$ cat config.mk
export PLATFORM = sky130hd
export DESIGN_NAME = eyemon_enable_seq
export DESIGN_NICKNAME = d
export VERILOG_FILES = /design/src/rtl/eyemon_pkg.sv /design/src/rtl/eyemon_prog.sv /design/src/rtl/eyemon_delay.sv /design/src/rtl/eyemon_enable_seq.sv
export SDC_FILE = /design/constraint.sdc
export NUM_CORES = 1
export LEC_CHECK = 0
export ABC_AREA = 1
export BUFFER_PORTS_ARGS = -buffer_cell sky130_fd_sc_hd__buf_2
export CAP_MARGIN = 20
export CORE_AREA = 2 2 90 92
export DETAILED_ROUTE_END_ITERATION = 10
export DIE_AREA = 0 0 92 94
export PLACE_DENSITY = 0.74
export RECOVER_POWER = 50
export SETUP_SLACK_MARGIN = 0.4
export SLEW_MARGIN = 25
export SYNTH_ARGS = -nofsm -noshare
export SYNTH_HDL_FRONTEND = slang
export SYNTH_SLANG_ARGS = --single-unit
$ cat constraint.sdc
create_clock -name clk_i -period 4.63 [get_ports clk_i]
set_input_delay 0.2315 -clock clk_i [delete_from_list [all_inputs] [get_ports clk_i]]
set_output_delay 0.2315 -clock clk_i [all_outputs]
set_load 0.02 [all_outputs]
$ cat src/rtl/eyemon_pkg.sv
package eyemon_pkg;

    localparam int AW = 11;
    localparam int DW = 8;
    localparam int NSTEP = 22;
    localparam int SW = $clog2(NSTEP);

    typedef enum logic [2:0] {
        OP_RMW,
        OP_CFG,
        OP_POLL,
        OP_WAIT,
        OP_TAP,
        OP_END
    } op_e;

    typedef enum logic [2:0] {
        S_IDLE,
        S_FETCH,
        S_READ,
        S_WRITE,
        S_DELAY
    } st_e;

    typedef struct packed {
        logic          en;
        op_e           kind;
        logic [AW-1:0] addr;
        logic [DW-1:0] mask;
        logic [DW-1:0] val;
    } step_t;

    typedef struct packed {
        logic       prod;
        logic       bgcal;
        logic       manual;
        logic       dfe_off;
        logic [2:0] cnt;
        logic [1:0] bw;
    } ctx_t;

    function automatic step_t mk_step(logic en, op_e kind, logic [AW-1:0] addr,
                                      logic [DW-1:0] mask, logic [DW-1:0] val);
        step_t s;
        s.en   = en;
        s.kind = kind;
        s.addr = addr;
        s.mask = mask;
        s.val  = val;
        return s;
    endfunction

    function automatic logic [DW-1:0] field_merge(logic [DW-1:0] old, logic [DW-1:0] mask,
                                                  logic [DW-1:0] val);
        return (old & ~mask) | (val & mask);
    endfunction

endpackage

$ cat src/rtl/eyemon_prog.sv
module eyemon_prog
    import eyemon_pkg::*;
(
    input  logic [SW-1:0] idx_i,
    input  ctx_t          ctx_i,
    output step_t         step_o
);
    logic cal_pause;
    logic dfe_on;

    assign cal_pause = ctx_i.prod & ctx_i.bgcal;
    assign dfe_on    = ~ctx_i.dfe_off;

    always_comb begin
        unique case (idx_i)
            SW'(0):  step_o = mk_step(cal_pause, OP_RMW, 11'h542, 8'h01, 8'h00);
            SW'(1):  step_o = mk_step(cal_pause, OP_POLL, 11'h481, 8'h04, 8'h00);
            SW'(2):  step_o = mk_step(1'b1, OP_CFG, 11'h161, 8'h60, 8'h00);
            SW'(3):  step_o = mk_step(ctx_i.manual, OP_RMW, 11'h148, 8'h01, 8'h01);
            SW'(4):  step_o = mk_step(1'b1, OP_RMW, 11'h169, 8'h40, 8'h40);
            SW'(5):  step_o = mk_step(1'b1, OP_RMW, 11'h168, 8'h01, 8'h01);
            SW'(6):  step_o = mk_step(1'b1, OP_RMW, 11'h169, 8'h04, {5'd0, dfe_on, 2'd0});
            SW'(7):  step_o = mk_step(dfe_on, OP_RMW, 11'h149, 8'h3F, 8'h07);
            SW'(8):  step_o = mk_step(dfe_on, OP_WAIT, 11'h000, 8'h00, 8'h00);
            SW'(9):  step_o = mk_step(dfe_on, OP_TAP, 11'h17F, 8'h40, 8'h00);
            SW'(10): step_o = mk_step(1'b1, OP_RMW, 11'h169, 8'h03, {6'd0, ctx_i.cnt[2:1]});
            SW'(11): step_o = mk_step(1'b1, OP_RMW, 11'h168, 8'h20, {2'd0, ctx_i.cnt[0], 5'd0});
            SW'(12): step_o = mk_step(1'b1, OP_RMW, 11'h158, 8'h20, 8'h20);
            SW'(13): step_o = mk_step(1'b1, OP_RMW, 11'h12D, 8'h10, 8'h00);
            SW'(14): step_o = mk_step(1'b1, OP_RMW, 11'h145, 8'h80, {ctx_i.bw[1], 7'd0});
            SW'(15): step_o = mk_step(1'b1, OP_RMW, 11'h144, 8'h80, {ctx_i.bw[0], 7'd0});
            SW'(16): step_o = mk_step(1'b1, OP_RMW, 11'h144, 8'h70, 8'h00);
            SW'(17): step_o = mk_step(1'b1, OP_RMW, 11'h140, 8'h38, 8'h00);
            SW'(18): step_o = mk_step(1'b1, OP_RMW, 11'h13C, 8'h01, 8'h00);
            SW'(19): step_o = mk_step(1'b1, OP_RMW, 11'h13C, 8'h01, 8'h01);
            SW'(20): step_o = mk_step(1'b1, OP_RMW, 11'h171, 8'h1E, 8'h16);
            default: step_o = mk_step(1'b1, OP_END, 11'h000, 8'h00, 8'h00);
        endcase
    end
endmodule

$ cat src/rtl/eyemon_delay.sv
module eyemon_delay #(
    parameter int LEN = 3125
) (
    input  logic clk_i,
    input  logic rst_ni,
    input  logic start_i,
    output logic expired_o
);
    localparam int CW = $clog2(LEN + 1);

    typedef struct packed {
        logic          busy;
        logic [CW-1:0] cnt;
    } dly_t;

    dly_t d_d, d_q;

    assign expired_o = d_q.busy && (d_q.cnt == '0);

    always_comb begin
        d_d = d_q;
        if (start_i) begin
            d_d.busy = 1'b1;
            d_d.cnt  = CW'(LEN - 1);
        end else if (d_q.busy) begin
            if (d_q.cnt == '0) begin
                d_d.busy = 1'b0;
            end else begin
                d_d.cnt = d_q.cnt - CW'(1);
            end
        end
    end

    always_ff @(posedge clk_i or negedge rst_ni) begin
        if (!rst_ni) begin
            d_q <= '0;
        end else begin
            d_q <= d_d;
        end
    end
endmodule

$ cat src/rtl/eyemon_enable_seq.sv
module eyemon_enable_seq
    import eyemon_pkg::*;
#(
    parameter int CLK_MHZ  = 125,
    parameter int WAIT_US  = 25,
    parameter int POLL_MAX = 8
) (
    input  logic          clk_i,
    input  logic          rst_ni,
    input  logic          start_i,
    input  logic          prod_i,
    input  logic          bgcal_i,
    input  logic [2:0]    cnt_code_i,
    input  logic [1:0]    bw_code_i,
    output logic          done_o,
    output logic          err_o,
    output logic          tap1_o,
    output logic [AW-1:0] bus_addr_o,
    output logic          bus_read_o,
    output logic          bus_write_o,
    output logic [DW-1:0] bus_wdata_o,
    input  logic [DW-1:0] bus_rdata_i,
    input  logic          bus_wait_i
);
    localparam int DLY_CYC = CLK_MHZ * WAIT_US;
    localparam int PCW     = $clog2(POLL_MAX + 1);

    typedef struct packed {
        st_e           st;
        logic [SW-1:0] step;
        ctx_t          ctx;
        logic [PCW-1:0] poll;
        logic          rd;
        logic          wr;
        logic [AW-1:0] addr;
        logic [DW-1:0] wdata;
        logic          done;
        logic          err;
        logic          tap;
    } seq_t;

    seq_t  r_d, r_q;
    step_t cur;
    logic  dly_start;
    logic  dly_expired;

    eyemon_prog u_prog (
        .idx_i  (r_q.step),
        .ctx_i  (r_q.ctx),
        .step_o (cur)
    );

    eyemon_delay #(.LEN(DLY_CYC)) u_delay (
        .clk_i     (clk_i),
        .rst_ni    (rst_ni),
        .start_i   (dly_start),
        .expired_o (dly_expired)
    );

    always_comb begin
        r_d       = r_q;
        r_d.done  = 1'b0;
        dly_start = 1'b0;
        unique case (r_q.st)
            S_IDLE: begin
                if (start_i) begin
                    r_d.ctx.prod    = prod_i;
                    r_d.ctx.bgcal   = bgcal_i;
                    r_d.ctx.manual  = 1'b0;
                    r_d.ctx.dfe_off = 1'b0;
                    r_d.ctx.cnt     = cnt_code_i;
                    r_d.ctx.bw      = bw_code_i;
                    r_d.step        = '0;
                    r_d.err         = 1'b0;
                    r_d.tap         = 1'b0;
                    r_d.st          = S_FETCH;
                end
            end
            S_FETCH: begin
                if (cur.kind == OP_END) begin
                    r_d.done = 1'b1;
                    r_d.st   = S_IDLE;
                end else if (!cur.en) begin
                    r_d.step = r_q.step + SW'(1);
                end else if (cur.kind == OP_WAIT) begin
                    dly_start = 1'b1;
                    r_d.st    = S_DELAY;
                end else begin
                    r_d.rd   = 1'b1;
                    r_d.addr = cur.addr;
                    r_d.poll = '0;
                    r_d.st   = S_READ;
                end
            end
            S_READ: begin
                if (!bus_wait_i) begin
                    unique case (cur.kind)
                        OP_RMW: begin
                            r_d.rd    = 1'b0;
                            r_d.wr    = 1'b1;
                            r_d.wdata = field_merge(bus_rdata_i, cur.mask, cur.val);
                            r_d.st    = S_WRITE;
                        end
                        OP_CFG: begin
                            r_d.rd          = 1'b0;
                            r_d.ctx.manual  = bus_rdata_i[5];
                            r_d.ctx.dfe_off = bus_rdata_i[6];
                            r_d.step        = r_q.step + SW'(1);
                            r_d.st          = S_FETCH;
                        end
                        OP_TAP: begin
                            r_d.rd   = 1'b0;
                            r_d.tap  = bus_rdata_i[6];
                            r_d.step = r_q.step + SW'(1);
                            r_d.st   = S_FETCH;
                        end
                        OP_POLL: begin
                            if ((bus_rdata_i & cur.mask) == '0) begin
                                r_d.rd   = 1'b0;
                                r_d.step = r_q.step + SW'(1);
                                r_d.st   = S_FETCH;
                            end else if (r_q.poll == PCW'(POLL_MAX - 1)) begin
                                r_d.rd   = 1'b0;
                                r_d.err  = 1'b1;
                                r_d.done = 1'b1;
                                r_d.st   = S_IDLE;
                            end else begin
                                r_d.poll = r_q.poll + PCW'(1);
                            end
                        end
                        default: begin
                            r_d.rd = 1'b0;
                            r_d.st = S_IDLE;
                        end
                    endcase
                end
            end
            S_WRITE: begin
                if (!bus_wait_i) begin
                    r_d.wr   = 1'b0;
                    r_d.step = r_q.step + SW'(1);
                    r_d.st   = S_FETCH;
                end
            end
            S_DELAY: begin
                if (dly_expired) begin
                    r_d.step = r_q.step + SW'(1);
                    r_d.st   = S_FETCH;
                end
            end
            default: begin
                r_d.st = S_IDLE;
            end
        endcase
    end

    always_ff @(posedge clk_i or negedge rst_ni) begin
        if (!rst_ni) begin
            r_q    <= '0;
            r_q.st <= S_IDLE;
        end else begin
            r_q <= r_d;
        end
    end

    assign done_o      = r_q.done;
    assign err_o       = r_q.err;
    assign tap1_o      = r_q.tap;
    assign bus_addr_o  = r_q.addr;
    assign bus_read_o  = r_q.rd;
    assign bus_write_o = r_q.wr;
    assign bus_wdata_o = r_q.wdata;
endmodule

== Yosys cells after proc, flatten, opt, wreduce, memory -nomap -nowiden ==
Index checks and enable logic that the tools add are counted.

* Register bits: 58
* Input port bits: 19
* Output and inout port bits: 24
* Word-level logic and storage cells: 156

* $add $sub $neg: 3
* Eq/ne operators: 50
* Muxes and demuxes: 51
* Bitwise operators: 10
* Reductions and logical operators: 24

{| class="wikitable"
|+ Operators with widths
! operator !! number
|-
| case mux 31 bit (21 select lines) || 1
|-
| equality test 5 x 4 -> 1 bit (second input constant) || 8
|-
| two-way mux 5 bit || 6
|-
| two-way mux 13 bit || 2
|-
| equality test 5 bit (second input constant) || 5
|-
| case mux 5 bit (5 select lines) || 1
|-
| AND 8 bit || 3
|-
| two-way mux 8 bit || 3
|-
| != test 2 bit (second input constant) || 12
|-
| equality test 5 x 3 -> 1 bit (second input constant) || 4
|-
| case mux 5 bit (2 select lines) || 2
|-
| two-way mux 3 bit || 6
|-
| AND reduction 6 bit || 3
|-
| two-way mux 17 bit || 1
|-
| AND reduction 4 bit || 4
|-
| case mux 3 bit (5 select lines) || 1
|-
| equality test 3 x 2 -> 1 bit (second input constant) || 4
|-
| zero test 12 bit || 1
|-
| two-way mux 1 bit || 12
|-
| two-way mux 12 bit || 1
|-
| two-way mux 2 bit || 6
|-
| two-way mux 4 bit || 3
|-
| subtractor 12 x 1 -> 12 bit (second input constant) || 1
|-
| equality test 5 x 2 -> 1 bit (second input constant) || 2
|-
| 29 further kinds || 46
|}

== Logic depth before layout (Yosys ltp) ==
* Depth after elaboration: 9
* Depth in mapped cells: 17
* Depth with buffers taken out: 17

== Modules after synthesis ==
A second synthesis with hierarchy kept.

* Cells, all modules: 549
* Area total of the unflattened synthesis: 4030.1 um^2

{| class="wikitable"
|+ By module, submodules not included
! module !! times used !! cells an instance !! area each (um^2) !! seq. area each (um^2)
|-
| eyemon_enable_seq || 1 || 309 || 2561.2 || 1126.1
|-
| eyemon_delay || 1 || 111 || 823.3 || 325.3
|-
| eyemon_prog || 1 || 129 || 645.6 || 0.0
|}

== Worst setup path after synthesis ==
OpenSTA, ideal clock, no wires.

* Path kind: reg-to-reg
* Start point: register r_q[37] (netlist bit)
* End point: register r_q[37] (netlist bit)
* Setup time: 0.117 ns
* Arrival time: 1.978 ns
* Data required time: 4.513 ns
* Slack: 2.535 ns
* Cell stages (with the launch flop): 15
* Buffers on the path: 0
* Period minus slack after synthesis: 2.095 ns
* Path through: dfrtp_1 ha_1 inv_2 nor2_1 ha_1 a21oi_1 nand2_1 nor2_4 inv_2 nor2_2 nand2_2 a21oi_4 nand3_2 nand2_1 nand2_1

* Longest elaborated chain between the ends: 7
* Elaborated cells between the ends (all ways): 43
* Those cells by class: add/sub (1); eq/ne (28); mux (9); bitwise (1); reduce/logical (4)

{| class="wikitable"
|+ RTL lines
! element !! RTL line !! source
|-
| start, declared || eyemon_enable_seq.sv:42 || <nowiki>seq_t r_d, r_q;</nowiki>
|-
| start signal, assigned || eyemon_enable_seq.sv:162 || <nowiki>r_q <= r_d;</nowiki>
|-
| equality test 5 bit (tied with other cells) || eyemon_prog.sv:15 || <nowiki>unique case (idx_i)</nowiki>
|-
| case mux 31 bit (21 select lines) || eyemon_prog.sv:15 ||
|-
| equality test 3 bit / equality test 3 x 1 -> 1 bit (equally long branches) || eyemon_enable_seq.sv:97 || <nowiki>unique case (cur.kind)</nowiki>
|-
| OR reduction 2 bit (no line) || - ||
|-
| case mux 5 bit (2 select lines) || eyemon_enable_seq.sv:97 ||
|-
| two-way mux 8 bit || eyemon_enable_seq.sv:96 || <nowiki>if (!bus_wait_i) begin</nowiki>
|-
| case mux 5 bit (5 select lines) || eyemon_enable_seq.sv:64 || <nowiki>unique case (r_q.st)</nowiki>
|}

Several ways; a longest one is shown, not always the timed one. The select of a mux whose other input is x is not followed.
A chain may end at the register's enable or synchronous reset.

== Final worst setup path ==
* Start point: register r_q[40] (netlist bit)
* End point: register r_q (netlist bit bus_wdata_o[2])

* Longest elaborated chain between the ends: 5
* Elaborated cells between the ends (all ways): 28
* Those cells by class: eq/ne (20); mux (1); bitwise (4); reduce/logical (3)

{| class="wikitable"
|+ RTL lines
! element !! RTL line !! source
|-
| equality test 5 bit (tied with other cells) || eyemon_prog.sv:15 ||
|-
| case mux 31 bit (21 select lines) * || eyemon_prog.sv:15 ||
|-
| inverter 8 bit || eyemon_pkg.sv:55 || <nowiki>return (old & ~mask) | (val & mask);</nowiki>
|-
| AND 8 bit || eyemon_pkg.sv:55 ||
|-
| OR 8 bit || eyemon_pkg.sv:55 ||
|}

Every way passes the cells marked *; elsewhere a longest branch is shown, timed or not.

==> metrics.md <==
| Metric | Value |
|---|---|
| Status | finished, violations left |
| Violated checks | max-capacitance violations, max-slew violations |
| Maximum fanout count along the critical path | 11 |
| Standard cell with the maximum stage delay on the critical path | dfrtp_1 |
| Kind of cell with the highest combined delay on the critical path | simple AND/OR/NAND/NOR gates |
| Maximum number of pins on one net before global-route repair | 58 |
| Maximum clock path buffer count | 2 |
| Leakage | 2.40 nW |
| Largest family of logic cells by synthesized area | simple AND/OR/NAND/NOR gates |
| Area of the core region | 0.00761 mm² |
| Hold Crit Depth | 3 |
| Post-synth EDFFs | 0 |
| Count of antenna-violating nets left after detailed routing | 0 |
| Clock period minus final worst setup slack | 2.80 ns |
| CTS Hold Bufs | 0 |
| Most area-hungry cell type in the Yosys netlist | dfrtp_1 |
| CTS tree | done |
| Number of different library cells in the post-synthesis netlist | 46 |
| Worst Skew | 0.00828 ns |
| Number of post-CTS setup repair buffers | 0 |
| Finish-stage setup viols | 0 |
| Starting utilization of the core area | 0.541 |
| H-tree level count | 3 |
| Multiplexer share of the synthesized area | 0.0109 |
| DR DRC count | 0 |
| Detailed-route wire length | 10100 µm |
| Die Span X | 92 µm |
| FF-to-FF path depth | 11 |
| Placer's final routability congestion estimate | 1.04 |
| Hold Crit Class | in2reg |
| Root Buffer Master | clkbuf_8 |
| #FFs+latches synth | 57 |
| Number of clock sinks | 57 |
| Critical path type | reg2reg |
| Sum of buffers and inverters on the critical path | 0 |
| Unrepaired setup endpoints after global routing | false |
| Number of diodes added for antenna fixing | 0 |
| Vias in the first global route | 3613 |
| Skew-Pair Late Insertion Delay | 0.34 ns |
| Adder-cell share of the synthesized area | 0.0213 |
| CP Data Arrival Time | 3.03 ns |
| Detailed-route via count | 3675 |
| First-pass iteration count of the detailed router | 5 |
| Antenna violations before repair | 0 |
| Prevailing post-synth register cell | dfrtp_1 |
| Height of the die | 94 µm |
| Final Hold Violating Endpoints | 0 |
| Die outline area | 0.00865 mm² |
| Cell area after synthesis | 0.00412 mm² |
| Setup crit end kind | flop |
| Headroom to the max-slew limit | -1.05 |
| Number of DRC violations after detailed-routing iteration 0 | 281 |
| Max-Cap Viols | 1 |
| Crit path largest cell delay | 0.76 ns |
| CTS Buf Count | 9 |
| Register clock-pin slew on the reported worst setup and hold paths | 0.07 ns |
| Total of fill cells in the finished design | 722 |
| Top-count cell post-synth | nand2_1 |
| DR WL/cell | 14.6 µm |
| Destination of the worst register-to-register timing path | bus_wdata_o[2]$_DFFE_PN0P_ |
| Sum of overflow across all layers after global routing | 0 |
| Number of slew-limit violations in the final report | 58 |
| Sequential fraction of the synthesis area | 0.347 |
| Hold worst-path end | r_q[28]$_DFFE_PN0P_ |
| Post-Synthesis Net Count | 584 |
| Setup slack on the worst flop-to-flop path | 1.83 ns |
| Simple-gate share of the synthesized area | 0.403 |
| Required @ worst endpoint | 4.86 ns |
| Highest ir drop seen on vdd | 305 µV |
| Asr flop ratio synth | 1.00 |
| Biggest area contributors in the synthesized netlist | dfrtp_1 35%, nand2_1 14%, nand3_1 5.6% |
| Post-CTS Resized | 0 |
| Synthesized-area fraction occupied by ao, oa, aoi and oai cells | 0.0958 |
| Number of warning messages in the yosys log | 0 |
| Total Routing Usage GR | 0.254 |
| CP Launch Type | flop |
| Share of the synthesized area in the top cell type | 0.347 |
| Cell count after synthesis | 558 |
| Final non-filler cell total | 689 |
| Number of placed I/O pins | 43 |
| Portion of the clock cycle consumed by the worst path in the final layout | 0.604 |
| Xor and xnor area share after synthesis | 0.0149 |
| Fin nets | 609 |
| Average instance area after synthesis | 7.37 µm² |
| Share of post-route cells with drive strength above 1 | 0.208 |
| Pwr Density | 616 mW/mm² |
| Max Clk Rate | 358 MHz |
| Final TNS setup | 0 ns |
| Worst Tran Pin Value | 3.07 ns |
| Library cell appearing most often on the critical path | nor2_1 |
| Port Buf Inserts | 41 |
| Instance count after placement with tap cells included | 674 |
| Detailed placement HPWL | 7780 µm |
| Standard-cell row count | 32 |
| Design area | 0.00443 mm² |
| Startpoint of the most critical hold path | bw_code_i[0] |
| Synth-to-Final Area Change | 7.72% |
| Post-place instance area | 0.00424 mm² |
| Reg-to-reg critical path startpoint | r_q[40]$_DFFE_PN0P_ |
| Most frequent cells after synthesis | 157 x nand2_1, 61 x nor2_1, 57 x dfrtp_1 |
| Wire length of the first global-routing pass | 17300 µm |
| CP cell instances | nand2_2 > nor2_1 > ha_1 > a21oi_1 > nand2_1 > nor2_4 > nand3_4 > nand4_4 > nor2_1 > nand3_1 > o21a_1 |
| Via-to-Cell Ratio | 5.33 |
[logic make-up (layout without fill, tap and decap cells)]
logic type      after synthesis  count (layout)
flops                        57              57
compound gates               61              61
buf+inv                      84             113
mux                           4               4
xor+xnor                      7               7
other cells                   1               1
simple gates                337             337
fa+ha+maj                     7               7
[routing by layer]
metal	global-route usage	vias up	routed length [µm]
met2	0.427	134	4750
met5	0	-	0
met1	0.319	1674	4430
met4	0.129	0	346
li1	-	1841	-
met3	0.0361	26	540
[through the flow]
stage | setup WS (ns) | total power [mW] | hold WS, ns | util
floorplan | 2.53 | 1.99 | -0.0641 | -
global placement | 2.01 | 2.21 | 0.414 | 0.557
detailed placement | 1.84 | 2.23 | 0.430 | 0.557
CTS | 1.82 | 2.75 | 0.0610 | 0.585
global route | 1.17 | 2.97 | 0.130 | 0.583
finish | 1.83 | 2.73 | 0.126 | 0.583
[power breakdown]
group / total, mW / leakage, nW / internal, mW / switching, mW
combinational: 1.43 / 1.55 / 0.459 / 0.969
sequential: 0.797 / 0.747 / 0.676 / 0.122
clock: 0.506 / 0.112 / 0.304 / 0.203
[final cells by class]
cell class | count | area (µm²) | area share
Clock buffer | 13 | 179 | 0.0404
Clock inverter | 2 | 35.0 | 0.00790
Inverter | 56 | 220 | 0.0497
Multi-Input combinational cell | 417 | 2250 | 0.507
Sequential cell | 57 | 1430 | 0.322
Tap cell | 102 | 128 | 0.0288
Timing Repair Buffer | 42 | 195 | 0.0440
[state kept, by name (all words and copies together) (netlist names)]
| name | flops |
|---|---|
| tap1_o | 1 |
| done_o | 1 |
| u_delay.d_q | 13 |
| bus_wdata_o | 8 |
| bus_read_o | 1 |
| bus_write_o | 1 |
| err_o | 1 |
| r_q | 21 |
| bus_addr_o | 10 |
[layout by cell type (no fill, tap or decap), types with 2 or more instances in the layout]
cell      synthesis  final
nand2_1         157    157
nor2_1           61     61
dfrtp_1          57     57
inv_1            46     46
nand3_1          46     46
buf_2             1     30
o21ai_0          20     20
nor2_2           15     15
a21oi_1          15     15
clkbuf_8          0     13
clkbuf_1          2     12
nand2_2          11     11
o21ai_2          11     11
nand4_1           9      9
inv_2             7      7
nor3_1            7      7
ha_1              7      7
nor2_4            6      6
o211ai_1          6      6
nand2_4           5      5
nand3_2           4      4
mux2_2            4      4
xor2_1            4      4
nor4_1            3      3
xnor2_1           3      3
o21a_1            3      3
inv_4             2      2
nor2_8            2      2
nand3b_1          2      2
or2_2             2      2
[tightest hold or removal path: cells and delay by family]
family / cells / cell delay (ns)
buffers and inverters: 1 / 0.08
AOI/OAI and AO/OA: 1 / 0.07
and+or+nand+nor: 1 / 0.04
[worst max-delay path by stage]
stage                              from                          to  depth (start not counted)
floorplan           r_q[37]$_DFFE_PN0P_         r_q[37]$_DFFE_PN0P_                         14
global placement    r_q[40]$_DFFE_PN0P_  bus_wdata_o[2]$_DFFE_PN0P_                         11
detailed placement  r_q[40]$_DFFE_PN0P_  bus_wdata_o[2]$_DFFE_PN0P_                         11
CTS                 r_q[40]$_DFFE_PN0P_  bus_wdata_o[2]$_DFFE_PN0P_                         11
global route                     rst_ni  bus_addr_o[10]$_DFFE_PN0P_                          2
finish              r_q[40]$_DFFE_PN0P_  bus_wdata_o[2]$_DFFE_PN0P_                         11
Power figures use the tool's default switching activity.
